$ cat src/rtl/bus_seq_pkg.sv
package bus_seq_pkg;

  // Half-state encoding: each bus state splits into an early (A) and late (B) half.
  typedef enum logic [3:0] {
    S_IDLE = 4'd0,
    S_T1A  = 4'd1,
    S_T1B  = 4'd2,
    S_T2A  = 4'd3,
    S_T2B  = 4'd4,
    S_T3A  = 4'd5,
    S_T3B  = 4'd6,
    S_TWA  = 4'd7,
    S_TWB  = 4'd8,
    S_T4A  = 4'd9,
    S_T4B  = 4'd10
  } bstate_t;

  typedef struct packed {
    logic wr;
    logic mio;
    logic a0;
    logic bhe_n;
  } cmd_t;

  // Byte lanes to {address bit 0, high-byte enable (active low)}.
  function automatic logic [1:0] lane_code(input logic [1:0] be);
    logic [1:0] r;
    case (be)
      2'b01:   r = 2'b01;
      2'b10:   r = 2'b10;
      default: r = 2'b00;
    endcase
    return r;
  endfunction

endpackage

$ cat src/rtl/bus_seq_fsm.sv
module bus_seq_fsm
  import bus_seq_pkg::*;
(
  input  logic    clk,
  input  logic    rst_n,
  input  logic    req,
  input  logic    ready,
  output bstate_t st_q,
  output logic    accept,
  output logic    cap_en,
  output logic    done,
  output logic    idle
);

  bstate_t st_d;
  logic    sample_pt;

  assign idle      = (st_q == S_IDLE);
  assign accept    = idle & req;
  assign sample_pt = (st_q == S_T3B) | (st_q == S_TWB);
  assign cap_en    = sample_pt & ready;
  assign done      = (st_q == S_T4B);

  always_comb begin
    st_d = st_q;
    case (st_q)
      S_IDLE:       if (req) st_d = S_T1A;
      S_T1A:        st_d = S_T1B;
      S_T1B:        st_d = S_T2A;
      S_T2A:        st_d = S_T2B;
      S_T2B:        st_d = S_T3A;
      S_T3A:        st_d = S_T3B;
      S_T3B, S_TWB: st_d = ready ? S_T4A : S_TWA;
      S_TWA:        st_d = S_TWB;
      S_T4A:        st_d = S_T4B;
      S_T4B:        st_d = S_IDLE;
      default:      st_d = S_IDLE;
    endcase
  end

  always_ff @(posedge clk or negedge rst_n) begin
    if (!rst_n) st_q <= S_IDLE;
    else        st_q <= st_d;
  end

  // a low ready sample inserts a wait half pair.
  assert_wait_on_low_ready_R7: assert property (@(posedge clk) disable iff (!rst_n)
    (sample_pt && !ready) |=> (st_q == S_TWA));

  // a high ready sample goes on to T4.
  assert_advance_on_ready_R7: assert property (@(posedge clk) disable iff (!rst_n)
    (sample_pt && ready) |=> (st_q == S_T4A));

  // a cycle only ever starts from idle.
  assert_start_from_idle_R2: assert property (@(posedge clk) disable iff (!rst_n)
    (st_q == S_T1A) |-> $past(idle));

endmodule

$ cat src/rtl/bus_seq_cmd.sv
module bus_seq_cmd
  import bus_seq_pkg::*;
#(
  parameter int ADDR_W = 20,
  parameter int DATA_W = 16
) (
  input  logic              clk,
  input  logic              rst_n,
  input  logic              accept,
  input  logic              req_wr,
  input  logic              req_mio,
  input  logic [ADDR_W-1:1] req_addr,
  input  logic [1:0]        req_be,
  input  logic [DATA_W-1:0] req_wdata,
  output cmd_t              cmd_q,
  output logic [ADDR_W-1:1] addr_q,
  output logic [DATA_W-1:0] wdata_q
);

  logic [1:0] lane;
  cmd_t       cmd_d;

  assign lane  = lane_code(req_be);
  assign cmd_d = '{wr: req_wr, mio: req_mio, a0: lane[1], bhe_n: lane[0]};

  always_ff @(posedge clk or negedge rst_n) begin
    if (!rst_n) begin
      cmd_q   <= '{wr: 1'b0, mio: 1'b0, a0: 1'b0, bhe_n: 1'b1};
      addr_q  <= '0;
      wdata_q <= '0;
    end else if (accept) begin
      cmd_q   <= cmd_d;
      addr_q  <= req_addr;
      wdata_q <= req_wdata;
    end
  end

endmodule

$ cat src/rtl/bus_seq_drive.sv
module bus_seq_drive
  import bus_seq_pkg::*;
#(
  parameter int ADDR_W = 20,
  parameter int DATA_W = 16
) (
  input  bstate_t           st,
  input  cmd_t              cmd,
  input  logic [ADDR_W-1:1] addr_q,
  input  logic [DATA_W-1:0] wdata_q,
  output logic [DATA_W-1:0] ad_o,
  output logic              ad_oe,
  output logic [ADDR_W-DATA_W-1:0] a_hi_o,
  output logic              a_hi_oe,
  output logic              ale,
  output logic              rd_n,
  output logic              wr_n,
  output logic              den_n,
  output logic              dt_r,
  output logic              mio,
  output logic              bhe_n
);

  localparam int HI_W = ADDR_W - DATA_W;

  logic in_cycle, in_t1, rd_win, wr_win, wd_win;
  logic [DATA_W-1:0] lo_addr;

  assign in_cycle = (st != S_IDLE);
  assign in_t1    = (st == S_T1A) | (st == S_T1B);
  // Read strobe window: late T2 through T3 and waits.
  assign rd_win   = (st == S_T2B) | (st == S_T3A) | (st == S_T3B) |
                    (st == S_TWA) | (st == S_TWB);
  // Write strobe window: from early T2.
  assign wr_win   = (st == S_T2A) | rd_win;
  // Write data window: held through early T4.
  assign wd_win   = wr_win | (st == S_T4A);

  assign lo_addr  = {addr_q[DATA_W-1:1], cmd.a0};

  always_comb begin
    ale     = (st == S_T1A);
    a_hi_oe = in_t1;
    a_hi_o  = in_t1 ? addr_q[ADDR_W-1:DATA_W] : {HI_W{1'b0}};
    if (in_t1) begin
      ad_oe = 1'b1;
      ad_o  = lo_addr;
    end else if (cmd.wr && wd_win) begin
      ad_oe = 1'b1;
      ad_o  = wdata_q;
    end else begin
      ad_oe = 1'b0;
      ad_o  = '0;
    end
    rd_n  = ~(~cmd.wr & rd_win);
    wr_n  = ~(cmd.wr & wr_win);
    den_n = ~((~cmd.wr & rd_win) | (cmd.wr & wd_win));
    dt_r  = in_cycle ? cmd.wr : 1'b1;
    mio   = in_cycle & cmd.mio;
    bhe_n = in_cycle ? cmd.bhe_n : 1'b1;
  end

endmodule

$ cat src/rtl/bus_seq_rdcap.sv
module bus_seq_rdcap #(
  parameter int DATA_W = 16
) (
  input  logic              clk,
  input  logic              rst_n,
  input  logic              cap_en,
  input  logic              is_wr,
  input  logic [DATA_W-1:0] ad_i,
  output logic [DATA_W-1:0] rdata
);

  logic load;
  assign load = cap_en & ~is_wr;

  always_ff @(posedge clk or negedge rst_n) begin
    if (!rst_n)    rdata <= '0;
    else if (load) rdata <= ad_i;
  end

endmodule

$ cat src/rtl/bus_cycle_seq.sv
module bus_cycle_seq
  import bus_seq_pkg::*;
#(
  parameter int ADDR_W = 20,
  parameter int DATA_W = 16
) (
  input  logic              clk,
  input  logic              rst_n,
  input  logic              req,
  input  logic              req_wr,
  input  logic              req_mio,
  input  logic [ADDR_W-1:1] req_addr,
  input  logic [1:0]        req_be,
  input  logic [DATA_W-1:0] req_wdata,
  output logic              req_rdy,
  input  logic              ready,
  input  logic [DATA_W-1:0] ad_i,
  output logic [DATA_W-1:0] ad_o,
  output logic              ad_oe,
  output logic [ADDR_W-DATA_W-1:0] a_hi_o,
  output logic              a_hi_oe,
  output logic              ale,
  output logic              rd_n,
  output logic              wr_n,
  output logic              den_n,
  output logic              dt_r,
  output logic              mio,
  output logic              bhe_n,
  output logic              done,
  output logic [DATA_W-1:0] rdata
);

  logic [1:0] rst_sync_q;
  logic       rst_q_n;
  bstate_t    st_q;
  logic       accept, cap_en;
  cmd_t       cmd_q;
  logic [ADDR_W-1:1] addr_q;
  logic [DATA_W-1:0] wdata_q;

  // Asynchronous assert, synchronous release.
  always_ff @(posedge clk or negedge rst_n) begin
    if (!rst_n) rst_sync_q <= 2'b00;
    else        rst_sync_q <= {rst_sync_q[0], 1'b1};
  end
  assign rst_q_n = rst_sync_q[1];

  bus_seq_fsm u_fsm (
    .clk    (clk),
    .rst_n  (rst_q_n),
    .req    (req),
    .ready  (ready),
    .st_q   (st_q),
    .accept (accept),
    .cap_en (cap_en),
    .done   (done),
    .idle   (req_rdy)
  );

  bus_seq_cmd #(.ADDR_W(ADDR_W), .DATA_W(DATA_W)) u_cmd (
    .clk       (clk),
    .rst_n     (rst_q_n),
    .accept    (accept),
    .req_wr    (req_wr),
    .req_mio   (req_mio),
    .req_addr  (req_addr),
    .req_be    (req_be),
    .req_wdata (req_wdata),
    .cmd_q     (cmd_q),
    .addr_q    (addr_q),
    .wdata_q   (wdata_q)
  );

  bus_seq_drive #(.ADDR_W(ADDR_W), .DATA_W(DATA_W)) u_drive (
    .st      (st_q),
    .cmd     (cmd_q),
    .addr_q  (addr_q),
    .wdata_q (wdata_q),
    .ad_o    (ad_o),
    .ad_oe   (ad_oe),
    .a_hi_o  (a_hi_o),
    .a_hi_oe (a_hi_oe),
    .ale     (ale),
    .rd_n    (rd_n),
    .wr_n    (wr_n),
    .den_n   (den_n),
    .dt_r    (dt_r),
    .mio     (mio),
    .bhe_n   (bhe_n)
  );

  bus_seq_rdcap #(.DATA_W(DATA_W)) u_rdcap (
    .clk    (clk),
    .rst_n  (rst_q_n),
    .cap_en (cap_en),
    .is_wr  (cmd_q.wr),
    .ad_i   (ad_i),
    .rdata  (rdata)
  );

  // external latches see the address stable when the strobe falls.
  assert_ale_fall_addr_held_R3: assert property (@(posedge clk) disable iff (!rst_q_n)
    $fell(ale) |-> (ad_oe && a_hi_oe));

  // select and lane signals hold for the whole cycle.
  assert_select_held_R4: assert property (@(posedge clk) disable iff (!rst_q_n)
    (!req_rdy && $past(!req_rdy)) |-> ($stable(mio) && $stable(bhe_n) && $stable(dt_r)));

  // capture happens while the read strobe is still low.
  assert_capture_before_rd_rise_R8: assert property (@(posedge clk) disable iff (!rst_q_n)
    (cap_en && !dt_r) |-> !rd_n);

  // done is a single pulse followed by idle.
  assert_done_then_idle_R9: assert property (@(posedge clk) disable iff (!rst_q_n)
    done |=> (req_rdy && !done));

  // strobes never overlap and reads never contend with our drivers.
  assert_strobe_exclusive_R10: assert property (@(posedge clk) disable iff (!rst_q_n)
    !(!rd_n && !wr_n));
  assert_read_float_R10: assert property (@(posedge clk) disable iff (!rst_q_n)
    !rd_n |-> !ad_oe);

endmodule

$ cat config.mk
export PLATFORM = sky130hd
export DESIGN_NAME = bus_cycle_seq
export DESIGN_NICKNAME = d
export VERILOG_FILES = /design/src/rtl/bus_seq_pkg.sv /design/src/rtl/bus_seq_fsm.sv /design/src/rtl/bus_seq_cmd.sv /design/src/rtl/bus_seq_drive.sv /design/src/rtl/bus_seq_rdcap.sv /design/src/rtl/bus_cycle_seq.sv
export SDC_FILE = /design/constraint.sdc
export NUM_CORES = 1
export LEC_CHECK = 0
export BUFFER_PORTS_ARGS = -buffer_cell sky130_fd_sc_hd__buf_2
export CORE_MARGIN = 5
export CORE_UTILIZATION = 50
export CTS_CLUSTER_SIZE = 40
export DETAILED_ROUTE_END_ITERATION = 12
export GPL_TIMING_DRIVEN = 0
export PLACE_DENSITY = 0.8
export SYNTH_ARGS = -nofsm -noshare
export SYNTH_HDL_FRONTEND = slang
export SYNTH_SLANG_ARGS = --single-unit
$ cat constraint.sdc
create_clock -name clk -period 2.6 [get_ports clk]
set_input_delay 0.52 -clock clk [delete_from_list [all_inputs] [get_ports clk]]
set_output_delay 0.52 -clock clk [all_outputs]
set_load 0.03 [all_outputs]
Word level (Yosys, flattened, before mapping)
Cells that the tools add are included.
W data, S select, Z words.
{ "op_classes": {"eq_ne": 13, "mux": 11, "bitwise_logic": 20, "reduce_logical": 4} }
{ "ops": {"columns": ["op", "n"], "rows": [
  ["$pmux W4 S9", 1],
  ["$mux W16", 2],
  ["$eq A4 B3 Y1 const B", 4],
  ["$eq A4 B4 Y1 const B", 3],
  ["$mux W4", 3],
  ["$or A1 B1 Y1", 9],
  ["$eq A4 B2 Y1 const B", 2],
  ["$and A1 B1 Y1", 7],
  ["$eq A4 B1 Y1 const B", 1],
  ["$logic_not A4 Y1", 1],
  ["$mux W1", 4],
  ["$not A1 Y1", 4],
  ["$pmux W2 S2", 1],
  ["$reduce_bool A4 Y1", 1],
  ["$eq A2 B1 Y1 const B", 1],
  ["$eq A2 B2 Y1 const B", 1],
  ["$ne A2 B2 Y1 const B", 1],
  ["$reduce_or A2 Y1", 1],
  ["$logic_and A1 B1 Y1", 1]
]} }
{ "word_totals": {"reg_bits": 61, "in_bits": 59, "out_inout_bits": 47} }

Depth between registers and ports, before layout
Gate-level depths: netlist (run 1).
{ "logic_depth": {"depth_word": 10, "depth_mapped": 7} }

Modules after synthesis
A second synthesis (run 1) with hierarchy kept.
{ "hier_totals": {"hier_cells": 205, "hier_area_um2": 3041.7} }
{ "modules_own_cells": {"columns": ["mod", "n_inst", "cells_per_inst", "area_each_um2"], "rows": [
  ["bus_seq_cmd", 1, 87, 1644.1],
  ["bus_seq_rdcap", 1, 35, 663.1],
  ["bus_seq_drive", 1, 52, 410.4],
  ["bus_seq_fsm", 1, 28, 270.3],
  ["bus_cycle_seq", 1, 3, 53.8]
]} }

Least setup slack after synthesis (run 1)
No wires, ideal clock.
{ "synth_path": {"path_kind": "register to output", "start": "register u_fsm.st_q[1]", "end": "output port ad_o[10]", "arrival_ns": 1.732, "required_ns": 2.080, "path_slack_ns": 0.348, "stages_incl_launch_ff": 7, "n_path_buf": 2, "cell_sequence": "dfrtp_1 > buf_2 > inv_2 > nand2_1 > a211oi_1 > buf_2 > a22o_1"} }
{ "synth_lines": {"columns": ["item", "line", "source"], "rows": [
  ["from (decl)", "bus_seq_fsm.sv:8", "output bstate_t st_q,"],
  ["from (signal assigned)", "bus_seq_fsm.sv:43", "else st_q <= st_d;"],
  ["$eq A4 B1 Y1 / $eq A4 B2 Y1 (equally long branches)", "bus_seq_drive.sv:30", "assign in_t1 = (st == S_T1A) | (st == S_T1B);"],
  ["$or A1 B1 Y1 *", "bus_seq_drive.sv:30", null],
  ["via a_hi_oe", "bus_cycle_seq.sv:21", "output logic a_hi_oe,"],
  ["$mux W16 *", "bus_seq_drive.sv:45", "if (in_t1) begin"],
  ["to (decl)", "bus_cycle_seq.sv:18", "output logic [DATA_W-1:0] ad_o,"]
]} }
The timed path passes the listed nets; every way through them passes the cells marked *.

Final worst setup path (run 1)
{ "layout_path": {"start": "register u_fsm.st_q[1]", "end": "output port ad_o[6]"} }
{ "layout_between": {"elab_chain_len": 10} }
{ "layout_rtl": {"columns": ["item", "line", "source"], "rows": [
  ["$eq A4 B3 Y1", "bus_seq_drive.sv:32", "assign rd_win = (st == S_T2B) | (st == S_T3A) | (st == S_T3B) |"],
  ["$or A1 B1 Y1 (3 in a row)", "bus_seq_drive.sv:32", null],
  ["$or A1 B1 Y1", "bus_seq_drive.sv:33", "(st == S_TWA) | (st == S_TWB);"],
  ["$or A1 B1 Y1", "bus_seq_drive.sv:35", "assign wr_win = (st == S_T2A) | rd_win;"],
  ["$or A1 B1 Y1", "bus_seq_drive.sv:37", "assign wd_win = wr_win | (st == S_T4A);"],
  ["$logic_and A1 B1 Y1", "bus_seq_drive.sv:48", "end else if (cmd.wr && wd_win) begin"],
  ["$mux W16", "bus_seq_drive.sv:48", null],
  ["$mux W16 *", "bus_seq_drive.sv:45", null]
]} }
Mark *: on every way between the ends. The rest lies on a longest branch, timed or not.

==> impl_summary.txt, run 1 <==
----------------------------------------------------
[Synthesis]
  Post-synthesis instance area ... 3070 µm²
  Number of nets in the synthesized netlist ... 324
  Synth cell count leaders ... dfrtp_1, mux2_1, a21oi_1
  Fraction of registers with async set or reset after synthesis ... 1.00
  Warnings, synthesis ... 0
  Most frequently used cell type in the post-synthesis netlist ... dfrtp_1
  Mean instance size in the synthesized netlist ... 11.6 µm²
  Fraction of post-synthesis cell area in the top cell type by area ... 0.489
  Sequential area share after synthesis ... 0.498
  Yosys cell types ... 32
  Primary FF master, synth ... dfrtp_1
  Number of synthesized flops with an enable pin ... 0
  Post-Syn Instances ... 265
  Most area-hungry cell type in the Yosys netlist ... dfrtp_1
  Synth Register Bits ... 61
  Cells taking the most area after synthesis ... dfrtp_1, mux2_1, o32a_1, o32ai_1, a22o_1

[Timing]
  Worst clock skew ... 14.8 ps
  Setup violations, final ... 0
  Fin. max-slew vios ... 0
  Relative slew margins ... 0.651
  Number of failing hold endpoints at the final stage ... 0
  Setup WS post-layout ... 52.1 ps
  Accumulated negative setup slack ... 0 ps
  Tcrit/Tclk final ... 0.980
  Tmin final ... 2550 ps
  Max Freq ... 392 MHz
  Transition time at the pin with the least slew margin ... 524 ps

[Floorplanning]
  Vertical die dimension ... 88.4 µm
  Number of rows in the core area ... 28
  Area of the core region ... 5960 µm²
  Total Die Area ... 7810 µm²
  Horizontal die dimension ... 88.4 µm
  Count of pins on the block boundary ... 106
  Effective utilization at floorplan ... 0.516

[Min path]
  Path type of the worst min-delay path ... register to async pin

[Finish]
  Post-route core utilization ... 0.680
  Count of nets after finishing ... 447
  Area added between synthesis and finish ... 31.9%
  Antenna cells ... 0
  Final Cell Area ... 4050 µm²
  Share of layout cells above drive strength 1 ... 0.405

[Place]
  Total half-perimeter wirelength after legalization and detailed placement ... 6060 µm
  Number of input and output port buffers inserted ... 105
  Worst Setup Slack post-DPL ... 149 ps
  Placed Instance Area ... 3710 µm²
  Gpl congestion ... 0.841

[Global routing]
  Antenna violations before repair ... 0
  First-pass GRT wire length ... 13700 µm
  Remaining global-route overflow ... 0
  Overall fraction of global-route tracks in use ... 0.227
  Largest net degree at the start of global routing ... 40
  Number of global-route vias before repair ... 2871

[Detailed routing]
  Wire length reported by the detailed router ... 8760 µm
  Post-detailed-route count of antenna-violating nets ... 0
  Post-route DRC ... 0
  Total via count after detailed routing ... 2812
  Final routed wire length divided by cell count ... 18.7 µm
  Number of vias per cell ... 6.01
  Initial detailed-routing violation count ... 205
  Length of the first detailed-routing pass in iterations ... 5

[Job]
  Max-cap violation count ... 0

[Critical path]
  Endpoint arrival time on the critical path ... 2030 ps
  Cell with the most instances on the worst path ... buf_6
  Endpoint kind of the worst setup timing path ... output port
  Crit. Startpoint ... u_fsm.st_q[1]
  Biggest cell delay along the critical path ... 430 ps
  Type of element launching the critical path ... register
  CP Max Fanout ... 10
  Slowest cell on the critical path ... dfrtp_2
  Worst flop-to-flop path startpoint ... u_fsm.st_q[1]
  Series of cell instances along the critical path ... buf_4 > inv_4 > nand2_2 > a211oi_4 > buf_6 > buf_6 > a22o_1 > clkbuf_4
  Critical path class ... register to output port
  Req. time, crit path ... 2080 ps

[Power]
  Max VDD drop ... 0.000832 V
  Static Leak ... 1.89 nW
  Total design power ... 6.32 mW
  PwrDens ... 1560 nW/µm²

[Clock tree]
  Clock tree root buffer cell ... clkbuf_8
  CTS H-tree lvls ... 3
  Clock tree buffer depth ... 2
  CTS Buf Count ... 9
  Clock-pin slew reported for the worst setup and hold paths after clock tree synthesis ... 80 ps
  Clk_lat worst skew ... 350 ps
  Clock Sink Count ... 61
  Clock tree from TritonCTS ... done

[Outcome]
  Result of the run ... finished, final reports clean

----------------------------------------------------
worst max-delay path: cells and delay by family (launching register included):
kind,cells,cell delay [ps]
buffers and inverters,5,760
AOI/OAI and AO/OA,2,410
DFF,1,430
and+or+nand+nor,1,80
cell type report:
cell class	instances	area, µm²
Buffer	28	181
Clock buffer	12	155
Timing Repair Buffer	112	628
Sequential cell	61	1530
Tap cell	75	93.8
Fill cell	453	1910
Inverter	3	13.8
Clock inverter	4	47.5
Multi-Input combinational cell	173	1400
power breakdown:
part           switching (mW)  internal [mW]
logic                    2.27           1.49
clock network           0.378          0.492
registers               0.308           1.39
total                    2.96           3.37
through the flow:
step / std cells / hold slack [ps]
after floorplan: 265 / 224
after global placement: 445 / 304
after detailed placement: 446 / 242
after CTS: 466 / 230
after global routing: 468 / 260
final: 468 / 209
kinds of logic after synthesis:
| family | synth area share |
|---|---|
| other cells | 0.00122 |
| compound gates | 0.250 |
| mux | 0.136 |
| simple gates | 0.0619 |
| buf+inv | 0.0538 |
| flops | 0.498 |
per-layer routing:
metal | vias up | GRT usage | wire, µm
met5 | - | 0 | 0
met4 | 0 | 0.109 | 317
met3 | 33 | 0.0503 | 589
met2 | 131 | 0.368 | 4410
met1 | 1364 | 0.291 | 3450
li1 | 1284 | - | -
repair_timing:
action,in CTS,in global routing
setup endpoints to repair,20,19
resized for setup,16,23
endpoints found under the hold margin,2,0
hold buffers,1,0
gates cloned,2,0
setup buffers,1,2
pin swaps,1,0
path summary, 6_finish.rpt:
check	end	slack (ps)	cells after the start
setup / recovery	ad_o[6]	50	8
hold reg to reg	u_cmd.wdata_q[8]	210	0
setup reg to reg	u_cmd.addr_q[12]	750	5
hold / removal	u_cmd.wdata_q[8]	210	0
max in group asynchronous	u_fsm.st_q[3]	1800	1
min in group clk	rst_sync_q[1]	370	0
cell usage in the layout, fill, tap and decap left out, types with 11 or more instances in the layout:
cell	count
a21oi_1	21
a22o_1	16
buf_2	100
buf_4	11
clkbuf_8	11
dfrtp_1	57
mux2_1	36
o22ai_1	20
o32a_1	17
o32ai_1	17
sequential cells by signal, indices dropped and copies added, names as in the netlist:
name,count
u_cmd.addr_q,19
u_cmd.wdata_q,16
u_rdcap.rdata,16
u_cmd.cmd_q,4
u_fsm.st_q,4
rst_sync_q,2
(Power assumes the default switching activity.)
==> run 2: changes to the inputs <==
==> constraint.sdc (replaced) <==
create_clock -name clk -period 2.6 [get_ports clk]
set_input_delay 0.52 -clock clk [delete_from_list [all_inputs] [get_ports clk]]
set_output_delay 0.52 -clock clk [all_outputs]
set_load 0.05 [all_outputs]
==> impl_summary.txt, run 2 (synthesized netlist as in run 1, its figures left out) <==
----------------------------------------------------
[Critical path]
  Category of cells accounting for the largest share of critical-path delay ... buffers and inverters (unchanged)
  Req. time, crit path ... 2080 ps (about the same)
  Depth of the most critical reg-to-reg path ... 5 (unchanged)
  Crit path buf inv count ... 5 (unchanged)
  Biggest cell delay along the critical path ... 440 ps (was 430 ps)
  Capture point of the worst reg-to-reg path ... u_cmd.addr_q[12] (unchanged)
  Cell with the most instances on the worst path ... buf_6 (unchanged)
  Stages on worst setup path ... 8 (unchanged)
  CP Max Fanout ... 10 (unchanged)
  Type of element launching the critical path ... register (unchanged)
  Worst flop-to-flop path startpoint ... u_fsm.st_q[1] (unchanged)
  Endpoint arrival time on the critical path ... 2010 ps (was 2030 ps)
  Series of cell instances along the critical path ... buf_4 > inv_6 > nand2_2 > a211oi_4 > buf_6 > buf_6 > a22o_1 > buf_6 (was buf_4 > inv_4 > nand2_2 > a211oi_4 > buf_6 > buf_6 > a22o_1 > clkbuf_4)
  Endpoint kind of the worst setup timing path ... output port (unchanged)
  Slowest cell on the critical path ... dfrtp_2 (unchanged)
  Critical path class ... register to output port (unchanged)
  R2R setup slack ... 740 ps (was 750 ps)

[Timing]
  Fin. max-slew vios ... 0 (unchanged)
  Setup WS post-layout ... 71.6 ps (was 52.1 ps)
  Accumulated negative setup slack ... 0 ps (unchanged)
  Transition time at the pin with the least slew margin ... 522 ps (was 524 ps)
  Tmin final ... 2530 ps (was 2550 ps)
  Relative slew margins ... 0.652 (was 0.651)
  Number of failing hold endpoints at the final stage ... 0 (unchanged)
  Worst clock skew ... 10.6 ps (was 14.8 ps)
  Unrepaired setup endpoints after global routing ... false
  Tcrit/Tclk final ... 0.972 (was 0.980)
  Setup violations, final ... 0 (unchanged)
  Max Freq ... 396 MHz (was 392 MHz)

[Finish]
  Commonest non-fill, non-tap cell in the layout ... buf_2 (unchanged)
  Commonest cells after routing, fill and taps aside ... buf_2, dfrtp_1, mux2_1 (unchanged)
  Area added between synthesis and finish ... 34.1% (was 31.9%)
  Largest register by flop count ... u_cmd.addr_q (unchanged)
  Number of standard cells in the final layout excluding fillers ... 468 (unchanged)
  Share of layout cells above drive strength 1 ... 0.405 (unchanged)
  Number of flip-flops in the largest register ... 19 (unchanged)
  Count of nets after finishing ... 447 (unchanged)
  Final Cell Area ... 4120 µm² (was 4050 µm²)
  Antenna cells ... 0 (unchanged)
  Largest regs ... u_cmd.addr_q: 19 flops, u_cmd.wdata_q: 16 flops, u_rdcap.rdata: 16 flops (unchanged)

[Place]
  Cell count after placement ... 446 (unchanged)
  Number of input and output port buffers inserted ... 105 (unchanged)
  Gpl congestion ... 0.841 (unchanged)
  Total half-perimeter wirelength after legalization and detailed placement ... 6060 µm (unchanged)
  Worst Setup Slack post-DPL ... 82.8 ps (was 149 ps)
  Placed Instance Area ... 3710 µm² (unchanged)

[Floorplanning]
  Total Die Area ... 7810 µm² (unchanged)
  Vertical die dimension ... 88.4 µm (unchanged)
  Count of pins on the block boundary ... 106 (unchanged)
  Effective utilization at floorplan ... 0.516 (unchanged)
  Number of rows in the core area ... 28 (unchanged)
  Horizontal die dimension ... 88.4 µm (unchanged)
  Area of the core region ... 5960 µm² (unchanged)

[Clock tree]
  Clock tree from TritonCTS ... done (unchanged)
  Clock Sink Count ... 61 (unchanged)
  Clock tree root buffer cell ... clkbuf_8 (unchanged)
  Clock tree buffer depth ... 2 (unchanged)
  Clock-pin slew reported for the worst setup and hold paths after clock tree synthesis ... 80 ps (about the same)
  CTS Buf Count ... 9 (unchanged)
  CTS H-tree lvls ... 3 (unchanged)
  Clk_lat worst skew ... 340 ps (was 350 ps)

[Detailed routing]
  Post-detailed-route count of antenna-violating nets ... 0 (unchanged)
  Final routed wire length divided by cell count ... 18.9 µm (was 18.7 µm)
  Met3 wire len ... 592 µm (was 589 µm)
  Initial detailed-routing violation count ... 206 (was 205)
  Wire length reported by the detailed router ... 8830 µm (was 8760 µm)
  Top routing layer in use ... met4 (unchanged)
  M1 WL ... 3400 µm (was 3450 µm)
  Met2 WL ... 4490 µm (was 4410 µm)
  Number of vias per cell ... 6.02 (was 6.01)
  Total via count after detailed routing ... 2816 (was 2812)
  Post-route DRC ... 0 (unchanged)
  Length of the first detailed-routing pass in iterations ... 5 (unchanged)

[Min path]
  Path type of the worst min-delay path ... register to async pin (unchanged)

[Outcome]
  Result of the run ... finished, final reports clean (unchanged)

[Global routing]
  Antenna violations before repair ... 0 (unchanged)
  Number of global-route vias before repair ... 2918 (was 2871)
  Remaining global-route overflow ... 0 (unchanged)
  Overall fraction of global-route tracks in use ... 0.232 (was 0.227)
  First-pass GRT wire length ... 13900 µm (was 13700 µm)
  Largest net degree at the start of global routing ... 40 (unchanged)

[Job]
  Max-cap violation count ... 0 (unchanged)

----------------------------------------------------
==> run 2: cell count changes in the layout (fill, tap and decap cells not counted) <==
cell and change:
inv_4 -1, buf_6 +11, buf_2 -8, nand2b_4 +1, buf_4 +3, inv_6 +1, nand2b_2 -1, clkbuf_4 -6
==> run 2: repair_timing <==
item                                    CTS  global route
endpoints found under the hold margin     2             0
endpoints found under the setup margin   22            22
buffers inserted                          1             2
gates resized for setup                  45            11
gates cloned                              2             0
pin swaps                                 1             0
hold buffers                              1             0
==> run 2: area by class of cell <==
type                    count  area (µm²)
fillers                   443        1840
flip-flops and latches     61        1530
multi-input cells         173        1400
repair buffers            112         686
plain buffers              28         185
clock buffers              12         155
well taps                  75        93.8
clock inverters             4        47.5
inverters                   3        16.3
==> run 2: worst max-delay path by stage <==
stage	to	startpoint	slack [ps]
global placement	u_cmd.addr_q[7]	rst_sync_q[1]	50
CTS	ad_o[10]	u_fsm.st_q[1]	-4
detailed placement	ad_o[9]	u_fsm.st_q[1]	80
finish	ad_o[9]	u_fsm.st_q[1]	70
global route	den_n	u_fsm.st_q[3]	4
floorplan	ad_o[10]	u_fsm.st_q[1]	130
==> run 2: per-stage QoR <==
stage,hold slack [ps],utilization
floorplan,224,-
global placement,304,0.620
detailed placement,242,0.623
CTS,230,0.684
global route,261,0.692
finish,217,0.692
==> run 2: layer usage <==
| layer | global-route usage | vias to the layer above |
|---|---|---|
| met5 | 0 | - |
| met4 | 0.121 | 0 |
| met3 | 0.0503 | 35 |
| met2 | 0.372 | 134 |
| met1 | 0.294 | 1364 |
| li1 | - | 1283 |
Power of run 2 is left out: the tool's default activity adds up to more than one toggle a clock period on the data nets, which glitch-free logic cannot reach.
==> run 3: changes to the inputs <==
Settings changed: CORE_UTILIZATION 50 to 45, PLACE_DENSITY 0.8 to 0.76, RECOVER_POWER set to 25.
Clock period 2.6 ns to 2 ns, I/O delays scaled along.
==> impl_summary.txt, run 3 (synthesized netlist as in run 1, its figures left out) <==
----------------------------------------------------
[Timing]
  Max Freq ... 441 MHz
  Tcrit/Tclk final ... 1.13
  Transition time at the pin with the least slew margin ... 512 ps (was 522 ps)
  Relative slew margins ... 0.659 (was 0.652)
  Unrepaired setup endpoints after global routing ... true (was false)
  Setup violations, final ... 63 (was 0)
  Tmin final ... 2270 ps
  Fin. max-slew vios ... 0 (unchanged)
  Number of failing hold endpoints at the final stage ... 0 (unchanged)
  Worst clock skew ... 10.6 ps (about the same)
  Setup WS post-layout ... -265 ps (was 71.6 ps)

[Place]
  Placed Instance Area ... 3950 µm² (was 3710 µm²)
  Number of input and output port buffers inserted ... 105 (unchanged)
  Gpl congestion ... 0.871 (was 0.841)
  Worst Setup Slack post-DPL ... -452 ps (was 82.8 ps)
  Total half-perimeter wirelength after legalization and detailed placement ... 6270 µm (was 6060 µm)

[Floorplanning]
  Area of the core region ... 6720 µm² (was 5960 µm²)
  Total Die Area ... 8570 µm² (was 7810 µm²)
  Number of rows in the core area ... 30 (was 28)
  Count of pins on the block boundary ... 106 (unchanged)
  Vertical die dimension ... 92.6 µm (was 88.4 µm)
  Horizontal die dimension ... 92.6 µm (was 88.4 µm)
  Effective utilization at floorplan ... 0.457 (was 0.516)

[Detailed routing]
  Total via count after detailed routing ... 3007 (was 2816)
  Number of vias per cell ... 6.07 (was 6.02)
  Wire length reported by the detailed router ... 10400 µm (was 8830 µm)
  Post-route DRC ... 0 (unchanged)
  Initial detailed-routing violation count ... 274 (was 206)
  Length of the first detailed-routing pass in iterations ... 6 (was 5)
  Post-detailed-route count of antenna-violating nets ... 0 (unchanged)
  Final routed wire length divided by cell count ... 21.1 µm (was 18.9 µm)

[Clock tree]
  Clock tree root buffer cell ... clkbuf_8 (unchanged)
  Clock-pin slew reported for the worst setup and hold paths after clock tree synthesis ... 70 ps (was 80 ps)
  Clock tree buffer depth ... 2 (unchanged)
  Clock tree from TritonCTS ... done (unchanged)
  Clk_lat worst skew ... 340 ps (about the same)
  Clock Sink Count ... 61 (unchanged)
  CTS H-tree lvls ... 3 (unchanged)
  CTS Buf Count ... 9 (unchanged)

[Critical path]
  Cell with the most instances on the worst path ... buf_6 (unchanged)
  Endpoint arrival time on the critical path ... 1870 ps (was 2010 ps)
  Biggest cell delay along the critical path ... 420 ps (was 440 ps)
  Critical path class ... register to output port (unchanged)
  Capture point of the worst reg-to-reg path ... u_cmd.wdata_q[2] (was u_cmd.addr_q[12])
  Slowest cell on the critical path ... dfrtp_1 (was dfrtp_2)
  Depth of the most critical reg-to-reg path ... 9 (was 5)
  CP Max Fanout ... 10 (unchanged)
  Type of element launching the critical path ... register (unchanged)
  Series of cell instances along the critical path ... buf_6 > a21oi_2 > o22ai_1 > and2_4 > buf_12 > a22o_4 > buf_6 (was buf_4 > inv_6 > nand2_2 > a211oi_4 > buf_6 > buf_6 > a22o_1 > buf_6)
  Endpoint kind of the worst setup timing path ... output port (unchanged)
  R2R setup slack ... -60 ps (was 740 ps)
  Worst flop-to-flop path startpoint ... u_fsm.st_q[1] (unchanged)
  Req. time, crit path ... 1600 ps (was 2080 ps)

[Finish]
  Share of layout cells above drive strength 1 ... 0.583 (was 0.405)
  Filler cell count ... 399 (was 443)
  Largest regs ... u_cmd.addr_q: 19 flops, u_cmd.wdata_q: 16 flops, u_rdcap.rdata: 16 flops (unchanged)
  Final Cell Area ... 4970 µm² (was 4120 µm²)
  Count of nets after finishing ... 469 (was 447)
  Largest register by flop count ... u_cmd.addr_q (unchanged)
  Antenna cells ... 0 (unchanged)
  Commonest cells after routing, fill and taps aside ... buf_2, dfrtp_1, buf_6 (was buf_2, dfrtp_1, mux2_1)
  Commonest non-fill, non-tap cell in the layout ... buf_2 (unchanged)
  Number of flip-flops in the largest register ... 19 (unchanged)
  Area added between synthesis and finish ... 61.9% (was 34.1%)

[Outcome]
  Violations in the final reports ... negative setup slack
  Result of the run ... finished, violations left (was finished, final reports clean)

[Global routing]
  Overall fraction of global-route tracks in use ... 0.230 (was 0.232)
  Largest net degree at the start of global routing ... 40 (unchanged)
  Antenna violations before repair ... 0 (unchanged)
  Remaining global-route overflow ... 0 (unchanged)
  Number of global-route vias before repair ... 3036 (was 2918)
  First-pass GRT wire length ... 15600 µm (was 13900 µm)

[Min path]
  Path type of the worst min-delay path ... register to async pin (unchanged)

[Job]
  Max-cap violation count ... 0 (unchanged)

----------------------------------------------------
==> run 3: cell types whose count changed in the layout (fill, tap and decap cells not counted), sizes merged <==
cell      change
buf          +19
inv           +2
clkbuf        -1
clkinvlp      +1
nand2         +1
==> run 3: final cells by class <==
cell class / count / area, µm² / area share
tap: 80 / 100 / 0.0201
timing repair buffer: 135 / 1130 / 0.227
clock inverter: 7 / 72.6 / 0.0146
multi-input combinational: 174 / 1720 / 0.346
sequential: 61 / 1530 / 0.308
buffer: 26 / 277 / 0.0556
clock buffer: 9 / 124 / 0.0249
inverter: 3 / 18.8 / 0.00377
==> run 3: per-layer routing <==
| metal | part of all wire | GRT usage | routed length [µm] |
|---|---|---|---|
| met2 | 0.51 | 0.386 | 5310 |
| met1 | 0.41 | 0.292 | 4230 |
| met5 | 0 | 0 | 0 |
| met3 | 0.055 | 0.0382 | 570 |
| met4 | 0.030 | 0.0978 | 309 |
==> run 3: worst max-delay path by stage <==
stage               slack [ps]  cells past startpoint          start         endpoint
floorplan                 -160                      6  u_fsm.st_q[1]         ad_o[10]
global placement          -540                      0  rst_sync_q[1]  u_cmd.addr_q[5]
detailed placement        -450                      7  u_fsm.st_q[1]          ad_o[8]
CTS                       -200                      7  u_fsm.st_q[2]          ad_o[8]
global route              -310                      7  u_fsm.st_q[1]         ad_o[13]
finish                    -270                      7  u_fsm.st_q[1]         ad_o[13]
==> run 3: stage by stage <==
stage	util	std cells	hold slack [ps]	TNS [ps]
4_1_cts	0.701	484	255	-4480
2_1_floorplan	-	265	104	-5740
6_report	0.740	495	244	-7210
3_3_place_gp	0.584	450	185	-39310
5_1_grt	0.740	495	280	-10400
3_5_place_dp	0.587	451	189	-8230
==> run 3: timing repair <==
action / in CTS / in global routing
gates resized for setup: 123 / 31
hold buffers: 1 / 0
setup endpoints to repair: 30 / 67
setup buffers: 16 / 6
endpoints found under the hold margin: 2 / 0
pin swaps: 12 / 2
cloned: 2 / 5
==> run 3: worst max-delay path, delay by kind of cell, from the launching register on <==
kind	cells	cell delay, ps
buf+inv	3	440
compound gates	3	470
simple gates	1	200
flops	1	420
Power of run 3 is left out for the same reason.
